File: config.mk
export PLATFORM = sky130hd
export DESIGN_NAME = conv_req_flags
export DESIGN_NICKNAME = d
export VERILOG_FILES = /design/src/rtl/conv_req_pkg.sv /design/src/rtl/conv_req_regs.sv /design/src/rtl/conv_req_trig.sv /design/src/rtl/conv_req_slot.sv /design/src/rtl/conv_req_flags.sv
export SDC_FILE = /design/constraint.sdc
export NUM_CORES = 1
export LEC_CHECK = 0
export BUFFER_PORTS_ARGS = -buffer_cell sky130_fd_sc_hd__buf_2
export CORE_MARGIN = 1
export CORE_UTILIZATION = 51
export CTS_BUF_LIST = sky130_fd_sc_hd__clkbuf_16
export DETAILED_ROUTE_END_ITERATION = 8
export GPL_ROUTABILITY_DRIVEN = 0
export GPL_TIMING_DRIVEN = 0
export MAX_ROUTING_LAYER = met4
export PLACE_DENSITY = 0.8
export SLEW_MARGIN = 25
export SYNTH_ARGS = -nofsm -noshare
export SYNTH_HDL_FRONTEND = slang
export SYNTH_SLANG_ARGS = --single-unit
File: constraint.sdc
create_clock -name clk_i -period 2.75 [get_ports clk_i]
set_input_delay 0.825 -clock clk_i [delete_from_list [all_inputs] [get_ports clk_i]]
set_output_delay 0.825 -clock clk_i [all_outputs]
set_load 0.02 [all_outputs]
File: src/rtl/conv_req_pkg.sv
package conv_req_pkg;

  typedef enum logic [1:0] {
    TSEL_NORMAL = 2'b00,
    TSEL_IRQ1   = 2'b01,
    TSEL_IRQ2   = 2'b10,
    TSEL_BAD    = 2'b11
  } tsel_e;

  // Pick the trigger source for one slot; the invalid code selects nothing.
  function automatic logic pick_trigger(input logic [1:0] sel, input logic norm,
                                        input logic irq1, input logic irq2);
    logic hit;
    unique case (tsel_e'(sel))
      TSEL_NORMAL: hit = norm;
      TSEL_IRQ1:   hit = irq1;
      TSEL_IRQ2:   hit = irq2;
      default:     hit = 1'b0;
    endcase
    return hit;
  endfunction

  // Set has priority over the conversion-start clear.
  function automatic logic pend_next(input logic pend, input logic set, input logic clr);
    return set | (pend & ~clr);
  endfunction

  // A request is lost when the flag is held and not consumed this cycle.
  function automatic logic lost_request(input logic pend, input logic set, input logic clr);
    return set & pend & ~clr;
  endfunction

  function automatic logic ovf_next(input logic ovf, input logic lost, input logic ovf_clr);
    logic nxt;
    if (lost)         nxt = 1'b1;
    else if (ovf_clr) nxt = 1'b0;
    else              nxt = ovf;
    return nxt;
  endfunction

endpackage

File: src/rtl/conv_req_regs.sv
module conv_req_regs #(
  parameter int NUM_SLOTS = 16,
  parameter int DATA_W    = 16,
  parameter int ADDR_W    = 3
) (
  input  logic                   clk_i,
  input  logic                   rst_ni,
  input  logic                   reg_wr_i,
  input  logic [ADDR_W-1:0]      reg_addr_i,
  input  logic [DATA_W-1:0]      reg_wdata_i,
  input  logic [NUM_SLOTS-1:0]   pend_i,
  input  logic [NUM_SLOTS-1:0]   ovf_i,
  output logic [2*NUM_SLOTS-1:0] sel_flat_o,
  output logic [NUM_SLOTS-1:0]   force_o,
  output logic [DATA_W-1:0]      reg_rdata_o
);
  localparam int FIELDS_PER_REG = DATA_W / 2;
  localparam int SEL_REGS       = (NUM_SLOTS + FIELDS_PER_REG - 1) / FIELDS_PER_REG;
  localparam int FORCE_ADDR     = SEL_REGS;
  localparam int PEND_ADDR      = SEL_REGS + 1;
  localparam int OVF_ADDR       = SEL_REGS + 2;

  logic [DATA_W-1:0]          sel_q [SEL_REGS];
  logic [SEL_REGS*DATA_W-1:0] sel_all;

  generate
    for (genvar r = 0; r < SEL_REGS; r++) begin : g_selreg
      always_ff @(posedge clk_i) begin
        if (!rst_ni) begin
          sel_q[r] <= '0;
        end else if (reg_wr_i && (reg_addr_i == ADDR_W'(r))) begin
          sel_q[r] <= reg_wdata_i;
        end
      end
      assign sel_all[r*DATA_W +: DATA_W] = sel_q[r];
    end
  endgenerate

  assign sel_flat_o = sel_all[2*NUM_SLOTS-1:0];

  // Force bits are pulses on the write cycle only; nothing is stored.
  assign force_o = (reg_wr_i && (reg_addr_i == ADDR_W'(FORCE_ADDR)))
                   ? reg_wdata_i[NUM_SLOTS-1:0] : '0;

  always_comb begin
    reg_rdata_o = '0;
    for (int r = 0; r < SEL_REGS; r++) begin
      if (reg_addr_i == ADDR_W'(r)) reg_rdata_o = sel_q[r];
    end
    if (reg_addr_i == ADDR_W'(PEND_ADDR)) reg_rdata_o[NUM_SLOTS-1:0] = pend_i;
    if (reg_addr_i == ADDR_W'(OVF_ADDR))  reg_rdata_o[NUM_SLOTS-1:0] = ovf_i;
  end

endmodule

File: src/rtl/conv_req_trig.sv
module conv_req_trig
  import conv_req_pkg::*;
#(
  parameter int NUM_SLOTS = 16
) (
  input  logic [2*NUM_SLOTS-1:0] sel_flat_i,
  input  logic [NUM_SLOTS-1:0]   norm_trig_i,
  input  logic                   irq1_i,
  input  logic                   irq2_i,
  input  logic [NUM_SLOTS-1:0]   force_i,
  output logic [NUM_SLOTS-1:0]   set_o
);
  generate
    for (genvar k = 0; k < NUM_SLOTS; k++) begin : g_slot
      logic hw_hit;
      assign hw_hit   = pick_trigger(sel_flat_i[2*k +: 2], norm_trig_i[k], irq1_i, irq2_i);
      assign set_o[k] = hw_hit | force_i[k];
    end
  endgenerate
endmodule

File: src/rtl/conv_req_slot.sv
module conv_req_slot
  import conv_req_pkg::*;
(
  input  logic clk_i,
  input  logic rst_ni,
  input  logic set_i,
  input  logic clr_i,
  input  logic ovf_clr_i,
  output logic pend_o,
  output logic ovf_o
);
  logic lost;
  assign lost = lost_request(pend_o, set_i, clr_i);

  always_ff @(posedge clk_i) begin
    if (!rst_ni) begin
      pend_o <= 1'b0;
      ovf_o  <= 1'b0;
    end else begin
      pend_o <= pend_next(pend_o, set_i, clr_i);
      ovf_o  <= ovf_next(ovf_o, lost, ovf_clr_i);
    end
  end
endmodule

File: src/rtl/conv_req_flags.sv
module conv_req_flags #(
  parameter int NUM_SLOTS = 16,
  parameter int DATA_W    = 16,
  parameter int ADDR_W    = 3
) (
  input  logic                 clk_i,
  input  logic                 rst_ni,
  input  logic                 reg_wr_i,
  input  logic [ADDR_W-1:0]    reg_addr_i,
  input  logic [DATA_W-1:0]    reg_wdata_i,
  output logic [DATA_W-1:0]    reg_rdata_o,
  input  logic [NUM_SLOTS-1:0] norm_trig_i,
  input  logic                 irq1_i,
  input  logic                 irq2_i,
  input  logic [NUM_SLOTS-1:0] conv_start_i,
  input  logic [NUM_SLOTS-1:0] ovf_clr_i,
  output logic [NUM_SLOTS-1:0] pend_o,
  output logic [NUM_SLOTS-1:0] ovf_o
);
  // Internal events, named for the checker.
  logic [2*NUM_SLOTS-1:0] sel_flat;
  logic [NUM_SLOTS-1:0]   force_vec;
  logic [NUM_SLOTS-1:0]   set_vec;
  logic [NUM_SLOTS-1:0]   clr_vec;

  assign clr_vec = conv_start_i;

  conv_req_regs #(
    .NUM_SLOTS(NUM_SLOTS), .DATA_W(DATA_W), .ADDR_W(ADDR_W)
  ) u_regs (
    .clk_i       (clk_i),
    .rst_ni      (rst_ni),
    .reg_wr_i    (reg_wr_i),
    .reg_addr_i  (reg_addr_i),
    .reg_wdata_i (reg_wdata_i),
    .pend_i      (pend_o),
    .ovf_i       (ovf_o),
    .sel_flat_o  (sel_flat),
    .force_o     (force_vec),
    .reg_rdata_o (reg_rdata_o)
  );

  conv_req_trig #(.NUM_SLOTS(NUM_SLOTS)) u_trig (
    .sel_flat_i  (sel_flat),
    .norm_trig_i (norm_trig_i),
    .irq1_i      (irq1_i),
    .irq2_i      (irq2_i),
    .force_i     (force_vec),
    .set_o       (set_vec)
  );

  generate
    for (genvar k = 0; k < NUM_SLOTS; k++) begin : g_slot
      conv_req_slot u_slot (
        .clk_i     (clk_i),
        .rst_ni    (rst_ni),
        .set_i     (set_vec[k]),
        .clr_i     (clr_vec[k]),
        .ovf_clr_i (ovf_clr_i[k]),
        .pend_o    (pend_o[k]),
        .ovf_o     (ovf_o[k])
      );
    end
  endgenerate

endmodule

== Yosys cells after proc, flatten, opt, wreduce, memory -nomap -nowiden ==
Memory sizes are Yosys's and may differ from the RTL's.
Cells that the tools add are included.
Cells by class
  $add $sub $neg: 0
  multipliers: 0
  div/mod/pow operators: 0
  order comparisons: 0
  equal/unequal tests: 36
  shift-type cells: 0
  muxes and demuxes: 62
  bitwise logic cells: 98
  reductions and logical operators: 36
Operator list (number)
  $mux 16: 7
  $and 1x1->1: 48
  $pmux 1 s3: 16
  $mux 1: 39
  $or 1x1->1: 34
  $eq 2x1->1 const B: 16
  $eq 2x2->1 const B: 16
  $logic_not 2->1: 16
  $reduce_bool 2->1: 16
  $not 1->1: 16
  $eq 3x2->1 const B: 2
  $eq 3x1->1 const B: 1
  $eq 3x3->1 const B: 1
  $logic_and 1x1->1: 3
  $logic_not 3->1: 1
Word-level totals
  flip-flop bits (word level): 32
  latch bits: 0
  RAM bits: 32
  ROM bits: 0
  input port bits: 72
  output and inout port bits: 48
  word-level logic and storage cells: 265
  memories: 1
Memories
  u_regs.sel_q: words 2, bits a word 16, read ports 2, clocked after Yosys merged registers in 0, write ports 2, line conv_req_regs.sv:23  | logic [DATA_W-1:0] sel_q [SEL_REGS];

== Logic depth before layout (Yosys ltp) ==
  depth after elaboration: 7
  gate-level depth with buffers: 5
  mapped depth without buffers: 3

== Cells and area by module ==
From an unflattened synthesis, not the netlist that was laid out.
Unflattened totals
  cells, all modules: 349
  area total of the unflattened synthesis: 3575.9 µm²
Modules (own cells, without submodules)
  conv_req_regs: instances 1, cells each 186, area an instance 1981.9 µm², sequential area each 960.9 µm²
  conv_req_slot: instances 16, cells each 6, area an instance 71.3 µm², sequential area each 40.0 µm²
  conv_req_trig: instances 1, cells each 67, area an instance 452.9 µm², sequential area each 0.0 µm²

== Worst setup path before layout ==
No wires, ideal clock.
  path kind: input -> output
  start point: input port reg_addr_i[1]
  end point: output port reg_rdata_o[10]
  arrival: 1.926 ns
  required time: 1.925 ns
  slack: -0.001 ns
  stages: 5
  buffers on the path: 3
  cells stage by stage: buf_4 or2_2 clkbuf_1 buf_2 o22ai_1
Between the ends
  word-level cells in the longest chain between the ends: 5
  elaborated cells on any way between the ends: 8
  those cells by class: eq/ne (3); mux (4); reduce/logical (1)
Ends and longest elaborated chain
  from (decl): line conv_req_flags.sv:9  | input logic [ADDR_W-1:0] reg_addr_i,
  $logic_not 3->1: line conv_req_regs.sv:48  | if (reg_addr_i == ADDR_W'(r)) reg_rdata_o = sel_q[r];
  $mux 16 (2 in a row): line conv_req_regs.sv:48
  $mux 16: line conv_req_regs.sv:50  | if (reg_addr_i == ADDR_W'(PEND_ADDR)) reg_rdata_o[NUM_SLOTS-1:0] = pend_i;
  $mux 16 *: line conv_req_regs.sv:51  | if (reg_addr_i == ADDR_W'(OVF_ADDR)) reg_rdata_o[NUM_SLOTS-1:0] = ovf_i;
  to (decl): line conv_req_flags.sv:11  | output logic [DATA_W-1:0] reg_rdata_o,
Every way passes the cells marked *; elsewhere a longest branch is shown, timed or not.

== Final worst setup path ==
  start point: input port reg_addr_i[2]
  end point: output port reg_rdata_o[3]
The elaborated chain is that of the path after synthesis.

==> run_results.csv <==
group,metric,value,unit
synthesis,synth_top_family_by_area,"compound AO/OA/AOI/OAI gates",
route,drc,0,
timing,grt_setup_unrepaired,"false",
run_status,outcome,"finished, final reports clean",
global_route,grt_most_used_layer,"met2",
synthesis,yosysWarnings,0,
route,viasPerCell,5.715,
timing,post-route-min-period,2.714,ns
global_route,met1_usage,35.29,%
synthesis,synth.distinct_cells,30,
power_and_ir_drop,internal-power,2.041,mW
synthesis,synth-simple-area-share,16.29,%
placement,dp.cells,571,
synthesis,synth_mux_area_share,13.00,%
power_and_ir_drop,power_frac_comb,16.0,%
global_route,track_usage,29.63,%
timing,hold_viol,0,
layout,final_util,68.12,%
synthesis,synth_fa_ha_area_share,0,%
worst_setup_path,max_stage_delay,0.26,ns
job,maxCapViolCount,0,
worst_setup_path,r2r-start,"u_regs.sel_q[0][15]",
worst_setup_path,cpMaxStageDelayCell,"nand2b_2",
route,wire_per_inst,18.03,um
layout,final_nets,556,
global_route,antenna_found_initial,0,
synthesis,ys_seq_elements,64,
placement,place_area,0.004395,mm^2
timing,tightestPinTransition,0.8273,ns
worst_setup_path,crit_path_cell_trace,"buf_6, nand2b_2, buf_4, o22ai_1, buf_2",
worst_setup_path,critPathLaunchType,"primary input",
floorplanning,die_w,87.12,um
layout,drive_gt1_share,38.24,%
timing,fin_tns_setup,0,ns
worst_setup_path,crit_required,1.93,ns
timing,slew_violations,0,
min_path,min_path_cells,2,
timing,relSlewSlack,44.72,%
timing,setup_ws,0.03558,ns
global_route,grt_use_met2,48.10,%
timing,min_period_over_period,98.71,%
worst_setup_path,r2r_cells,3,
route,drt-total-wl,10550,um
min_path,whs_endpoint,"g_slot[11].u_slot.ovf_o",
floorplanning,initial_core_util,53.50,%
global_route,grt_pass1_vias,3297,
timing,finalClockSkew,0.007539,ns
worst_setup_path,regToRegSetupSlack,1.60,ns
worst_setup_path,path_class,"in2out",
power_and_ir_drop,total_power,2.728,mW
clock_tree,cts_tree,"done",
clock_tree,cts.clk_slew.worst_paths,0.05,ns
layout,syn_to_final_growth,27.33,%
clock_tree,cts_max_level,3,
floorplanning,core-area,0.006907,mm^2
global_route,grt_max_degree,17,
clock_tree,postCtsSetupBuffers,0,
synthesis,netlist_area,0.003695,mm^2
power_and_ir_drop,pwr-share-clk,43.1,%
synthesis,synth_nets,431,
placement,post-place-ws,-0.1983,ns
power_and_ir_drop,vdd_drop_max,0.0003858,V
floorplanning,dieArea,0.007589,mm^2
power_and_ir_drop,seq_power_share,40.9,%
timing,setup_viol,0,
layout,instances_no_fill,585,
clock_tree,clock_sinks,64,
layout,nFillCells,559,
route,vias,3343,
synthesis,yosys_most_used_dff,"edfxtp_1",
clock_tree,clockRootBuffer,"clkbuf_16",
synthesis,synthCells,359,
global_route,gr-usage-met3,5.024,%
synthesis,avgSynthCellArea,10.29,um^2
layout,post-route-cell-area,0.004705,mm^2
synthesis,ys_seq_area_share,43.35,%
synthesis,synth_compound_area_share,17.81,%
route,antenna_left,0,
clock_tree,clockBufferDepth,2,
route,drt_pass1_iterations,5,
worst_setup_path,end_kind,"output port",
min_path,hold_class,"reg2reg",
synthesis,synth-async-reset-ratio,0,%
timing,hold_slack,0.5455,ns
power_and_ir_drop,p_switching,0.6872,mW
power_and_ir_drop,switching_share,25.19,%
worst_setup_path,crit_fanout,10,
worst_setup_path,arrival,1.89,ns
power_and_ir_drop,p_leak,2.106,nW
floorplanning,placementRows,30,
timing,fmax,368.4,MHz
floorplanning,fp.dieH,87.12,um
synthesis,synth_edf_count,32,
floorplanning,io_pins,120,
power_and_ir_drop,power_density,579.9,mW/mm^2
global_route,grt-ovfl-total,0,
layout,antenna_cells_inserted,0,
route,drtIter0Drc,157,
clock_tree,cts_made_buffers,9,
placement,numPortBuffers,116,
placement,hpwl,7442,um
min_path,min_from,"g_slot[11].u_slot.ovf_o",
worst_setup_path,r2r-end,"g_slot[7].u_slot.ovf_o",
global_route,grt_first_pass_wirelength,16080,um
synthesis,synth_xor_area_share,0,%
clock_tree,clock_latency,0.33,ns
==> critical path: cells and delay by family <==
| kind | cells | cell delay, ns |
|---|---|---|
| buf+inv | 3 | 0.56 |
| compound gates | 1 | 0.23 |
| simple gates | 1 | 0.26 |
==> layout make-up <==
class                           count  area (um^2)  share of cell area [%]
Inverter                            1        3.754                 0.07979
Clock inverter                      7        78.83                   1.676
Sequential cell                    64         1602                   34.04
Buffer                             49        349.1                   7.420
Clock buffer                        9        225.2                   4.787
Timing Repair Buffer              116        580.6                   12.34
Multi-Input combinational cell    243         1745                   37.10
Tap cell                           96        120.1                   2.553
==> layer usage <==
layer / vias up / part of all wire, %
met1: 1581 / 40
met5: - / 0
met4: 0 / 2.8
met3: 30 / 9.4
li1: 1535 / -
met2: 197 / 48
==> synth_stat cells (2+ instances only) <==
cell | number | area (um^2)
buf_4 | 35 | 262.8
a221oi_2 | 5 | 75.07
o21a_1 | 12 | 90.09
buf_6 | 2 | 22.52
clkbuf_1 | 5 | 18.77
a21oi_1 | 36 | 180.2
nor2b_1 | 18 | 112.6
nand3b_1 | 13 | 97.59
and2_1 | 32 | 200.2
o21ai_0 | 9 | 45.04
a221oi_1 | 2 | 17.52
o22a_1 | 4 | 35.03
buf_2 | 6 | 30.03
a31oi_1 | 7 | 43.79
nand2_1 | 13 | 48.80
o22ai_1 | 16 | 100.1
dfxtp_1 | 32 | 640.6
a21boi_0 | 2 | 15.01
nand2b_1 | 15 | 93.84
a21boi_2 | 5 | 56.30
edfxtp_1 | 32 | 960.9
mux2i_1 | 48 | 480.5
clkbuf_2 | 3 | 15.01
==> sequential cells by signal (all words and copies together) (netlist names) <==
signal / count
g_slot.u_slot.ovf_o: 16
u_regs.sel_q: 32
g_slot.u_slot.pend_o: 16
==> worst max-delay path by stage <==
stage / from / slack (ns) / depth (start not counted) / end
2_1_floorplan: reg_addr_i[1] / -0.0005 / 5 / reg_rdata_o[10]
3_3_place_gp: reg_addr_i[1] / -0.18 / 6 / reg_rdata_o[12]
3_5_place_dp: reg_addr_i[1] / -0.20 / 6 / reg_rdata_o[12]
4_1_cts: reg_addr_i[2] / 0.05 / 5 / reg_rdata_o[7]
5_1_grt: reg_addr_i[2] / 0.01 / 5 / reg_rdata_o[7]
6_report: reg_addr_i[2] / 0.04 / 5 / reg_rdata_o[3]
==> power groups by stage <==
stage / sequential [mW] / clock, mW / combinational (mW)
3_5_place_dp: 1.13 / 0 / 0.430
4_1_cts: 1.11 / 1.17 / 0.435
2_1_floorplan: 1.12 / 0 / 0.281
6_report: 1.12 / 1.17 / 0.437
5_1_grt: 1.12 / 1.21 / 0.469
3_3_place_gp: 1.13 / 0 / 0.421
==> kinds of logic (layout without fill, tap and decap cells) <==
kind of cell / count (synthesis) / in the layout
AO/OA/AOI/OAI: 98 / 98
AND/OR/NAND/NOR: 97 / 97
flip-flops: 64 / 64
buffers and inverters: 52 / 182
multiplexers: 48 / 48
==> timing repair <==
item	in CTS	in global routing
setup endpoints to repair	11	0
hold buffers	0	0
gates resized for setup	5	0
==> cells in the final DEF (no fill, tap or decap), types with 5 or more instances in the layout <==
cell | Yosys | final
o21a_1 | 12 | 12
a21oi_1 | 36 | 36
nand2b_1 | 15 | 14
nor2b_1 | 18 | 18
o21ai_0 | 9 | 9
a21boi_2 | 5 | 5
o22ai_1 | 16 | 16
nand3b_1 | 13 | 13
buf_2 | 6 | 119
mux2i_1 | 48 | 48
a221oi_2 | 5 | 5
a31oi_1 | 7 | 7
and2_1 | 32 | 32
nand2_1 | 13 | 13
clkbuf_16 | 0 | 9
edfxtp_1 | 32 | 32
buf_4 | 35 | 38
dfxtp_1 | 32 | 32
(Power assumes the default switching activity.)
